### src/rtl/gpio_irq_pkg.sv
package gpio_irq_pkg;
  // Register map: group banks at stride 8, interrupt block at 0x40
  localparam int unsigned GRP_STRIDE = 8;
  localparam int unsigned OFS_VAL    = 0;
  localparam int unsigned OFS_DIR    = 4;
  localparam int unsigned ADR_EN     = 'h40;
  localparam int unsigned ADR_MASK   = 'h44;
  localparam int unsigned ADR_TRIG   = 'h48;
  localparam int unsigned ADR_POL    = 'h4C;
  localparam int unsigned ADR_PEND   = 'h50;
  localparam int unsigned ADR_CLR    = 'h54;
endpackage

### src/rtl/gpio_sync.sv
// Two-flop synchroniser followed by a previous-value flop for edge detection.
module gpio_sync #(
  parameter int unsigned W = 32
) (
  input  logic         clk,
  input  logic         rst,
  input  logic [W-1:0] d,
  output logic [W-1:0] s,
  output logic [W-1:0] p
);
  logic [W-1:0] meta_q;

  always_ff @(posedge clk) begin
    if (rst) begin
      meta_q <= '0;
      s      <= '0;
      p      <= '0;
    end else begin
      meta_q <= d;
      s      <= meta_q;
      p      <= s;
    end
  end
endmodule

### src/rtl/gpio_irq_detect.sv
// Per-source condition select and pending latch; a set beats a clear.
module gpio_irq_detect #(
  parameter int unsigned N = 32
) (
  input  logic         clk,
  input  logic         rst,
  input  logic [N-1:0] s,
  input  logic [N-1:0] p,
  input  logic [N-1:0] en,
  input  logic [N-1:0] trig,
  input  logic [N-1:0] pol,
  input  logic [N-1:0] clr_hit,
  output logic [N-1:0] set_vec,
  output logic [N-1:0] pend
);
  for (genvar i = 0; i < N; i++) begin : g_src
    logic rise, fall, lvl, cond;

    assign rise = s[i] & ~p[i];
    assign fall = ~s[i] & p[i];
    assign lvl  = pol[i] ? s[i] : ~s[i];
    assign cond = trig[i] ? (pol[i] ? rise : fall) : lvl;
    assign set_vec[i] = en[i] & cond;

    always_ff @(posedge clk) begin
      if (rst) pend[i] <= 1'b0;
      else     pend[i] <= set_vec[i] | (pend[i] & ~clr_hit[i]);
    end
  end
endmodule

### src/rtl/gpio_regs.sv
// Register file: per-group value/direction banks plus interrupt controls.
module gpio_regs
  import gpio_irq_pkg::*;
#(
  parameter int unsigned N_GRP  = 4,
  parameter int unsigned GRP_W  = 8,
  parameter int unsigned ADDR_W = 8,
  parameter int unsigned DATA_W = 32,
  localparam int unsigned N     = N_GRP * GRP_W
) (
  input  logic              clk,
  input  logic              rst,
  input  logic              wr_en,
  input  logic              rd_en,
  input  logic [ADDR_W-1:0] addr,
  input  logic [DATA_W-1:0] wdata,
  input  logic [N-1:0]      s,
  input  logic [N-1:0]      pend,
  output logic [DATA_W-1:0] rdata,
  output logic [N-1:0]      val_q,
  output logic [N-1:0]      dir_q,
  output logic [N-1:0]      en_q,
  output logic [N-1:0]      mask_q,
  output logic [N-1:0]      trig_q,
  output logic [N-1:0]      pol_q,
  output logic [N-1:0]      clr_hit
);
  logic [N-1:0]      pin_rd;
  logic [DATA_W-1:0] rd_mux;

  assign pin_rd  = (s & dir_q) | (val_q & ~dir_q);
  assign clr_hit = (wr_en && addr == ADDR_W'(ADR_CLR)) ? wdata[N-1:0] : '0;

  always_ff @(posedge clk) begin
    if (rst) begin
      val_q <= '0;
      dir_q <= '0;
    end else if (wr_en) begin
      for (int g = 0; g < int'(N_GRP); g++) begin
        if (addr == ADDR_W'(g * GRP_STRIDE + OFS_VAL))
          val_q[g*GRP_W +: GRP_W] <= wdata[GRP_W-1:0];
        if (addr == ADDR_W'(g * GRP_STRIDE + OFS_DIR))
          dir_q[g*GRP_W +: GRP_W] <= wdata[GRP_W-1:0];
      end
    end
  end

  always_ff @(posedge clk) begin
    if (rst) begin
      en_q   <= '0;
      mask_q <= '0;
      trig_q <= '0;
      pol_q  <= '0;
    end else if (wr_en) begin
      if (addr == ADDR_W'(ADR_EN))   en_q   <= wdata[N-1:0];
      if (addr == ADDR_W'(ADR_MASK)) mask_q <= wdata[N-1:0];
      if (addr == ADDR_W'(ADR_TRIG)) trig_q <= wdata[N-1:0];
      if (addr == ADDR_W'(ADR_POL))  pol_q  <= wdata[N-1:0];
    end
  end

  always_comb begin
    rd_mux = '0;
    for (int g = 0; g < int'(N_GRP); g++) begin
      if (addr == ADDR_W'(g * GRP_STRIDE + OFS_VAL))
        rd_mux[GRP_W-1:0] = pin_rd[g*GRP_W +: GRP_W];
      if (addr == ADDR_W'(g * GRP_STRIDE + OFS_DIR))
        rd_mux[GRP_W-1:0] = dir_q[g*GRP_W +: GRP_W];
    end
    if (addr == ADDR_W'(ADR_EN))   rd_mux[N-1:0] = en_q;
    if (addr == ADDR_W'(ADR_MASK)) rd_mux[N-1:0] = mask_q;
    if (addr == ADDR_W'(ADR_TRIG)) rd_mux[N-1:0] = trig_q;
    if (addr == ADDR_W'(ADR_POL))  rd_mux[N-1:0] = pol_q;
    if (addr == ADDR_W'(ADR_PEND)) rd_mux[N-1:0] = pend;
  end

  always_ff @(posedge clk) begin
    if (rst)        rdata <= '0;
    else if (rd_en) rdata <= rd_mux;
  end
endmodule

### src/rtl/gpio_irq_unit.sv
module gpio_irq_unit #(
  parameter int unsigned N_GRP  = 4,
  parameter int unsigned GRP_W  = 8,
  parameter int unsigned ADDR_W = 8,
  parameter int unsigned DATA_W = 32,
  localparam int unsigned N     = N_GRP * GRP_W
) (
  input  logic              clk,
  input  logic              rst,
  input  logic [N-1:0]      pin_in,
  output logic [N-1:0]      pin_out,
  output logic [N-1:0]      pin_dir,
  input  logic              wr_en,
  input  logic              rd_en,
  input  logic [ADDR_W-1:0] addr,
  input  logic [DATA_W-1:0] wdata,
  output logic [DATA_W-1:0] rdata,
  output logic [N-1:0]      irq
);
  logic [N-1:0] s_vec, p_vec;
  logic [N-1:0] en_q, mask_q, trig_q, pol_q, clr_hit;
  logic [N-1:0] set_vec, pend_q;

  gpio_sync #(.W(N)) sync_i (
    .clk(clk), .rst(rst), .d(pin_in), .s(s_vec), .p(p_vec)
  );

  gpio_regs #(
    .N_GRP(N_GRP), .GRP_W(GRP_W), .ADDR_W(ADDR_W), .DATA_W(DATA_W)
  ) regs_i (
    .clk(clk), .rst(rst), .wr_en(wr_en), .rd_en(rd_en), .addr(addr),
    .wdata(wdata), .s(s_vec), .pend(pend_q), .rdata(rdata),
    .val_q(pin_out), .dir_q(pin_dir), .en_q(en_q), .mask_q(mask_q),
    .trig_q(trig_q), .pol_q(pol_q), .clr_hit(clr_hit)
  );

  gpio_irq_detect #(.N(N)) det_i (
    .clk(clk), .rst(rst), .s(s_vec), .p(p_vec), .en(en_q),
    .trig(trig_q), .pol(pol_q), .clr_hit(clr_hit),
    .set_vec(set_vec), .pend(pend_q)
  );

  // Request lines come straight from the pending and mask flops
  assign irq = pend_q & ~mask_q;
endmodule

### config.mk
export PLATFORM = sky130hd
export DESIGN_NAME = gpio_irq_unit
export DESIGN_NICKNAME = d
export VERILOG_FILES = /design/src/rtl/gpio_irq_pkg.sv /design/src/rtl/gpio_sync.sv /design/src/rtl/gpio_irq_detect.sv /design/src/rtl/gpio_regs.sv /design/src/rtl/gpio_irq_unit.sv
export SDC_FILE = /design/constraint.sdc
export NUM_CORES = 1
export LEC_CHECK = 0
export CAP_MARGIN = 10
export CELL_PAD_IN_SITES_DETAIL_PLACEMENT = 1
export CELL_PAD_IN_SITES_GLOBAL_PLACEMENT = 2
export CORE_MARGIN = 5
export CORE_UTILIZATION = 30
export CTS_BUF_LIST = sky130_fd_sc_hd__clkbuf_2 sky130_fd_sc_hd__clkbuf_4 sky130_fd_sc_hd__clkbuf_8
export CTS_CLUSTER_SIZE = 10
export DETAILED_ROUTE_END_ITERATION = 10
export PLACE_DENSITY_LB_ADDON = 0.1
export SLEW_MARGIN = 20
export SYNTH_ARGS = -nofsm -noshare
export SYNTH_HDL_FRONTEND = slang
export SYNTH_SLANG_ARGS = --single-unit
### constraint.sdc
create_clock -name clk -period 2.5 [get_ports clk]
set_clock_uncertainty 0.2 [all_clocks]
set_input_delay 0.625 -clock clk [delete_from_list [all_inputs] [get_ports clk]]
set_output_delay 0.625 -clock clk [all_outputs]
set_load 0.01 [all_outputs]
* Word level (Yosys, flattened, before mapping) *
Cells that the tools add are included.

storage, ports and cells
  bits in registers = 352
  input bits = 76
  output and inout port bits = 128

cells by class
  equality and inequality tests = 13
  multiplexer cells = 110
  bitwise operators = 262
  reduce and logical (&&, ||, !) cells = 14

operators with widths
  operator              number
  $mux W32              6
  $and A1 B1 Y1         128
  $and A32 B32 Y32      3
  $mux W1               96
  $not A1 Y1            96
  $mux W8               8
  $not A32 Y32          2
  $eq A8 B7 Y1 const B  6
  $eq A8 B5 Y1 const B  4
  $or A1 B1 Y1          32
  $or A32 B32 Y32       1
  $reduce_and A2 Y1     12
  $eq A8 B4 Y1 const B  2
  $eq A8 B3 Y1 const B  1
  $logic_not A8 Y1      1
  $logic_and A1 B1 Y1   1

* Logic depth before layout (Yosys ltp) *
  depth in word-level cells = 16
  mapped depth = 9

* Modules after synthesis *
Synthesis repeated with hierarchy kept, for this count alone.

unflattened totals
  cells, all modules = 1,804
  area, all modules = 16,135.5 sq um

modules (own cells, without submodules)
  module           times used  cells an instance  area an instance (sq um)  sequential area each (sq um)
  gpio_regs        1           1,275              10,223.6                  4,484.3
  gpio_irq_detect  1           295                2,871.5                   640.6
  gpio_sync        1           202                2,600.0                   1,921.8
  gpio_irq_unit    1           32                 440.4                     0.0

* Least setup slack after synthesis *
No wires, ideal clock.

  kind = input to register
  from = in addr[3]
  to = reg regs_i.rdata[7]
  arrival = 2.069 ns
  data required time = 2.173 ns
  slack = 0.104 ns
  cell stages on the path = 8
  cell sequence = buf_6 -> buf_2 -> or4b_2 -> o31ai_1 -> o31ai_1 -> a22oi_1 -> o21ai_0 -> o2bb2ai_1

on the way
  word-level cells in the longest chain between the ends = 14

ends and longest elaborated chain
  element                 RTL line             text
  start: declaration      gpio_irq_unit.sv:15  input logic [ADDR_W-1:0] addr,
  $logic_not A8 Y1        gpio_regs.sv:65      if (addr == ADDR_W'(g * GRP_STRIDE + OFS_VAL))
  $mux W8                 gpio_regs.sv:65
  $mux W8                 gpio_regs.sv:67      if (addr == ADDR_W'(g * GRP_STRIDE + OFS_DIR))
  $mux W8                 gpio_regs.sv:65
  $mux W8                 gpio_regs.sv:67
  $mux W8                 gpio_regs.sv:65
  $mux W8                 gpio_regs.sv:67
  $mux W8                 gpio_regs.sv:65
  $mux W8                 gpio_regs.sv:67
  $mux W32                gpio_regs.sv:70      if (addr == ADDR_W'(ADR_EN)) rd_mux[N-1:0] = en_q;
  $mux W32                gpio_regs.sv:71      if (addr == ADDR_W'(ADR_MASK)) rd_mux[N-1:0] = mask_q;
  $mux W32                gpio_regs.sv:72      if (addr == ADDR_W'(ADR_TRIG)) rd_mux[N-1:0] = trig_q;
  $mux W32                gpio_regs.sv:73      if (addr == ADDR_W'(ADR_POL)) rd_mux[N-1:0] = pol_q;
  $mux W32 (*)            gpio_regs.sv:74      if (addr == ADDR_W'(ADR_PEND)) rd_mux[N-1:0] = pend;
  end signal: assignment  gpio_regs.sv:79      else if (rd_en) rdata <= rd_mux;
  end: declaration        gpio_regs.sv:19      output logic [DATA_W-1:0] rdata,

Mark *: on every way between the ends. The rest lies on a longest branch, timed or not.
A chain may end at the register's enable or synchronous reset.

* Final worst setup path *
  from = reg regs_i.val_q[8]
  to = out pin_out[8]

RTL lines
  element                           RTL line             text
  start: declaration                gpio_regs.sv:20      output logic [N-1:0] val_q,
  start signal: indexed assignment  gpio_regs.sv:41      val_q[g*GRP_W +: GRP_W] <= wdata[GRP_W-1:0];
  end: declaration                  gpio_irq_unit.sv:11  output logic [N-1:0] pin_out,

No word-level cell between the ends.

==> metrics.txt <==
# TYPE chip_impl_metric gauge
chip_impl_metric{name="relSlewSlack",unit=""} 0.526
chip_impl_metric{name="vdd_drop_max",unit="V"} 0.000308
chip_impl_metric{name="route.vias.total",unit=""} 13940
chip_impl_metric{name="post-synth-top-area-fraction",unit=""} 0.478
chip_impl_metric{name="grt_usage",unit=""} 0.222
chip_impl_metric{name="final.fill_count",unit=""} 5720
chip_impl_metric{name="grt_antenna_before_repair",unit=""} 6
chip_impl_info{name="layout.cells.most_common",value="sky130_fd_sc_hd__nand2_1"} 1
chip_impl_metric{name="asyncSetResetFlopFracSynth",unit=""} 0
chip_impl_metric{name="detailedPlacementHpwl",unit="um"} 43000
chip_impl_metric{name="syn_area",unit="um2"} 14700
chip_impl_metric{name="cts_inserted_buffers",unit=""} 67
chip_impl_metric{name="leakagePower",unit="nW"} 7.13
chip_impl_metric{name="grt_first_pass_wirelength",unit="um"} 91100
chip_impl_metric{name="final_cells",unit=""} 2747
chip_impl_metric{name="cts_hold_buf",unit=""} 0
chip_impl_metric{name="postSynthNetCount",unit=""} 1848
chip_impl_metric{name="power.sequential.fraction",unit=""} 0.469
chip_impl_metric{name="timing.final.crit_share",unit=""} 0.986
chip_impl_info{name="startpoint_type",value="flop"} 1
chip_impl_metric{name="number_of_storage_elements_in_the_synthesis_netlist",unit=""} 352
chip_impl_metric{name="grt_max_degree",unit=""} 78
chip_impl_metric{name="drc",unit=""} 0
chip_impl_metric{name="drt_first_iter_violations",unit=""} 850
chip_impl_metric{name="combPwrFrac",unit=""} 0.065
chip_impl_metric{name="cts-root-to-sink-buffers",unit=""} 3
chip_impl_metric{name="clock_insertion_delay_worst_skew",unit="ns"} 0.62
chip_impl_metric{name="die_h",unit="um"} 232
chip_impl_info{name="worst_setup_path_startpoint",value="regs_i.val_q[8]"} 1
chip_impl_info{name="criticalPathCategory",value="flop to primary output"} 1
chip_impl_metric{name="syn_inst",unit=""} 1772
chip_impl_info{name="crit_family",value="buffers and inverters"} 1
chip_impl_metric{name="routed_wl",unit="um"} 61000
chip_impl_metric{name="synthToLayoutAreaGrowth",unit="%"} 33.7
chip_impl_metric{name="nNetsFinal",unit=""} 2117
chip_impl_metric{name="clk_pin_slew",unit="ns"} 0.06
chip_impl_metric{name="p_int",unit="mW"} 9.35
chip_impl_metric{name="drtAntennaViolNets",unit=""} 0
chip_impl_metric{name="max_slew.worst_pin.slew",unit="ns"} 0.708
chip_impl_info{name="synthFlopType",value="sky130_fd_sc_hd__dfxtp_1"} 1
chip_impl_metric{name="power_switching",unit="mW"} 2.98
chip_impl_metric{name="detail_route.wl_per_cell",unit="um"} 22.2
chip_impl_metric{name="floorplan.core_area",unit="um2"} 48700
chip_impl_info{name="synth_top_area_cells",value="sky130_fd_sc_hd__dfxtp_1, sky130_fd_sc_hd__nand2_1, sky130_fd_sc_hd__a21oi_1"} 1
chip_impl_metric{name="timing.final.max_slew_violations",unit=""} 0
chip_impl_info{name="top_library_cells_by_usage_in_the_layout_fill_and_taps_aside",value="sky130_fd_sc_hd__nand2_1, sky130_fd_sc_hd__dfxtp_1, sky130_fd_sc_hd__a21oi_1"} 1
chip_impl_metric{name="post_drt_via_cell_ratio",unit=""} 5.07
chip_impl_info{name="rsz0062_at_grt",value="false"} 1
chip_impl_metric{name="port_buffers",unit=""} 203
chip_impl_metric{name="critical_path_required",unit="ns"} 1.67
chip_impl_metric{name="place_ws",unit="ns"} -0.703
chip_impl_info{name="worstReg2RegStart",value="sync_i.s[7]"} 1
chip_impl_metric{name="finalHoldViolations",unit=""} 0
chip_impl_metric{name="post_route_cells_drive_above_1_share",unit=""} 0.146
chip_impl_metric{name="ctsHtreeMaxLevel",unit=""} 3
chip_impl_info{name="status",value="completed"} 1
chip_impl_metric{name="p_clk_frac",unit=""} 0.466
chip_impl_metric{name="crit_arrival",unit="ns"} 1.64
chip_impl_metric{name="r2r_slack",unit="ns"} 0.53
chip_impl_metric{name="synth_sequential_area_ratio",unit=""} 0.478
chip_impl_metric{name="die_area",unit="um2"} 53600
chip_impl_metric{name="worst-path-buf-inv",unit=""} 1
chip_impl_info{name="hold_path_class",value="input port to flop"} 1
chip_impl_info{name="hold_path.startpoint",value="rst"} 1
chip_impl_metric{name="drt_pass1_iterations",unit=""} 5
chip_impl_info{name="cell_chain_critical_path",value="clkdlybuf4s50_1"} 1
chip_impl_metric{name="initial_core_util",unit=""} 0.302
chip_impl_metric{name="placedCellCount",unit=""} 2634
chip_impl_metric{name="utilization",unit=""} 0.404
chip_impl_metric{name="vias_in_the_first_global_route",unit=""} 14348
chip_impl_metric{name="synth_warnings",unit=""} 0
chip_impl_info{name="library_cell_contributing_the_largest_single_delay_on_the_critical_path",value="sky130_fd_sc_hd__clkdlybuf4s50_1"} 1
chip_impl_metric{name="dieWidth",unit="um"} 232
chip_impl_metric{name="timing.critical_path.slowest_cell_delay",unit="ns"} 0.59
chip_impl_metric{name="power.density",unit="nW/um2"} 626
chip_impl_metric{name="maxCapViolCount",unit=""} 0
chip_impl_info{name="cts_tree",value="yes"} 1
chip_impl_metric{name="cts.sinks",unit=""} 352
chip_impl_metric{name="place.gp.congestion",unit=""} 0.873
chip_impl_info{name="ctsRootBufferMaster",value="sky130_fd_sc_hd__clkbuf_8"} 1
chip_impl_info{name="synth_top_cell_by_area",value="sky130_fd_sc_hd__dfxtp_1"} 1
chip_impl_metric{name="avgSynthCellArea",unit="um2"} 8.31
chip_impl_metric{name="synth_cell_types",unit=""} 57
chip_impl_metric{name="power.switching_fraction",unit=""} 0.241
chip_impl_metric{name="floorplan.io_pins",unit=""} 204
chip_impl_info{name="setup.worst_path.end_class",value="primary output"} 1
chip_impl_metric{name="report.final.setup_viol",unit=""} 0
chip_impl_metric{name="grt-ovfl-total",unit=""} 0
chip_impl_metric{name="worst_path_fanout_max",unit=""} 3
chip_impl_metric{name="final_critical_path_setup_slack",unit="ns"} 0.0338
chip_impl_metric{name="rows",unit=""} 81
chip_impl_metric{name="maxClockFrequency",unit="MHz"} 405
chip_impl_metric{name="synth_enable_flop_cells",unit=""} 0
chip_impl_metric{name="period_needed",unit="ns"} 2.47
-- kinds of logic after synthesis --
family                    share of synthesized area
and+or+nand+nor                               0.233
AOI/OAI and AO/OA                             0.162
xor gates and xnor gates                     0.0381
buffers and inverters                        0.0379
muxes                                        0.0502
DFF                                           0.478
-- worst paths after layout --
| check | to | cells past startpoint |
|---|---|---|
| hold / removal | sync_i.s[12] | 2 |
| setup / recovery | pin_out[8] | 1 |
| hold reg to reg | sync_i.s[27] | 1 |
| setup reg to reg | regs_i.rdata[7] | 6 |
-- state kept, by name (all words and copies together) (netlist names) --
| signal | cells |
|---|---|
| regs_i.rdata | 32 |
| det_i.pend | 32 |
| regs_i.dir_q | 32 |
| regs_i.val_q | 32 |
| sync_i.meta_q | 32 |
| regs_i.pol_q | 32 |
| regs_i.trig_q | 32 |
| sync_i.p | 32 |
| regs_i.en_q | 32 |
| regs_i.mask_q | 32 |
| sync_i.s | 32 |
-- power by group through the flow --
stage,clock (mW),sequential [mW],combinational (mW)
finish,5.74,5.78,0.798
global route,6.21,5.79,0.854
CTS,5.95,5.78,0.804
detailed placement,0,5.91,0.803
global placement,0,5.91,0.794
floorplan,0,5.87,0.329
-- synth_stat cells, types with 6 or more instances --
cell                       instances
sky130_fd_sc_hd__xnor2_1          64
sky130_fd_sc_hd__and3_1            6
sky130_fd_sc_hd__o21ai_0          34
sky130_fd_sc_hd__a21oi_1         207
sky130_fd_sc_hd__dfxtp_1         352
sky130_fd_sc_hd__buf_2            17
sky130_fd_sc_hd__nand2_1         387
sky130_fd_sc_hd__a211o_1           6
sky130_fd_sc_hd__nor2b_1         135
sky130_fd_sc_hd__mux2_2            7
sky130_fd_sc_hd__clkbuf_1        102
sky130_fd_sc_hd__mux2i_1          66
sky130_fd_sc_hd__a211oi_1         27
sky130_fd_sc_hd__nand3_1          36
sky130_fd_sc_hd__o22ai_1          10
sky130_fd_sc_hd__a32oi_1          32
sky130_fd_sc_hd__nor2_1          162
sky130_fd_sc_hd__a221oi_1         27
sky130_fd_sc_hd__a22oi_1           6
-- routing by layer --
layer	vias up	GRT usage	share of wire
met4	2	0.0740	0.025
met3	95	0.0397	0.051
met1	6919	0.300	0.46
met5	-	0	0.00021
li1	6563	-	-
met2	361	0.362	0.46
-- area by class of cell --
cell class	count	area, um2	area share
Tap cell	664	831	0.0422
Multi-Input combinational cell	1286	7200	0.365
Clock buffer	105	1310	0.0664
Clock inverter	4	25.0	0.00127
Inverter	5	18.8	0.000953
Timing Repair Buffer	329	3220	0.163
Sequential cell	352	7090	0.360
Antenna cell	2	5.00	0.000254
-- stage by stage --
| step | hold slack [ns] | setup TNS, ns | area (um2) | power (mW) |
|---|---|---|---|---|
| after floorplan | 0.214 | 0 | 14700 | 6.20 |
| after detailed placement | 0.226 | -108.25 | 18300 | 6.71 |
| after global routing | 0.153 | 0 | 19700 | 12.9 |
| after CTS | 0.128 | 0 | 19700 | 12.5 |
| final | 0.172 | 0 | 19700 | 12.3 |
| after global placement | 0.224 | -99.67 | 18300 | 6.70 |
-- timing repair --
action / 4_1_cts / 5_1_grt
gates resized for setup: 95 / 4
pin swaps: 0 / 1
endpoints found under the setup margin: 67 / 6
buffers inserted: 0 / 2
endpoints found under the hold margin: 0 / 0
No activity file was read; power rests on OpenSTA's default activity.
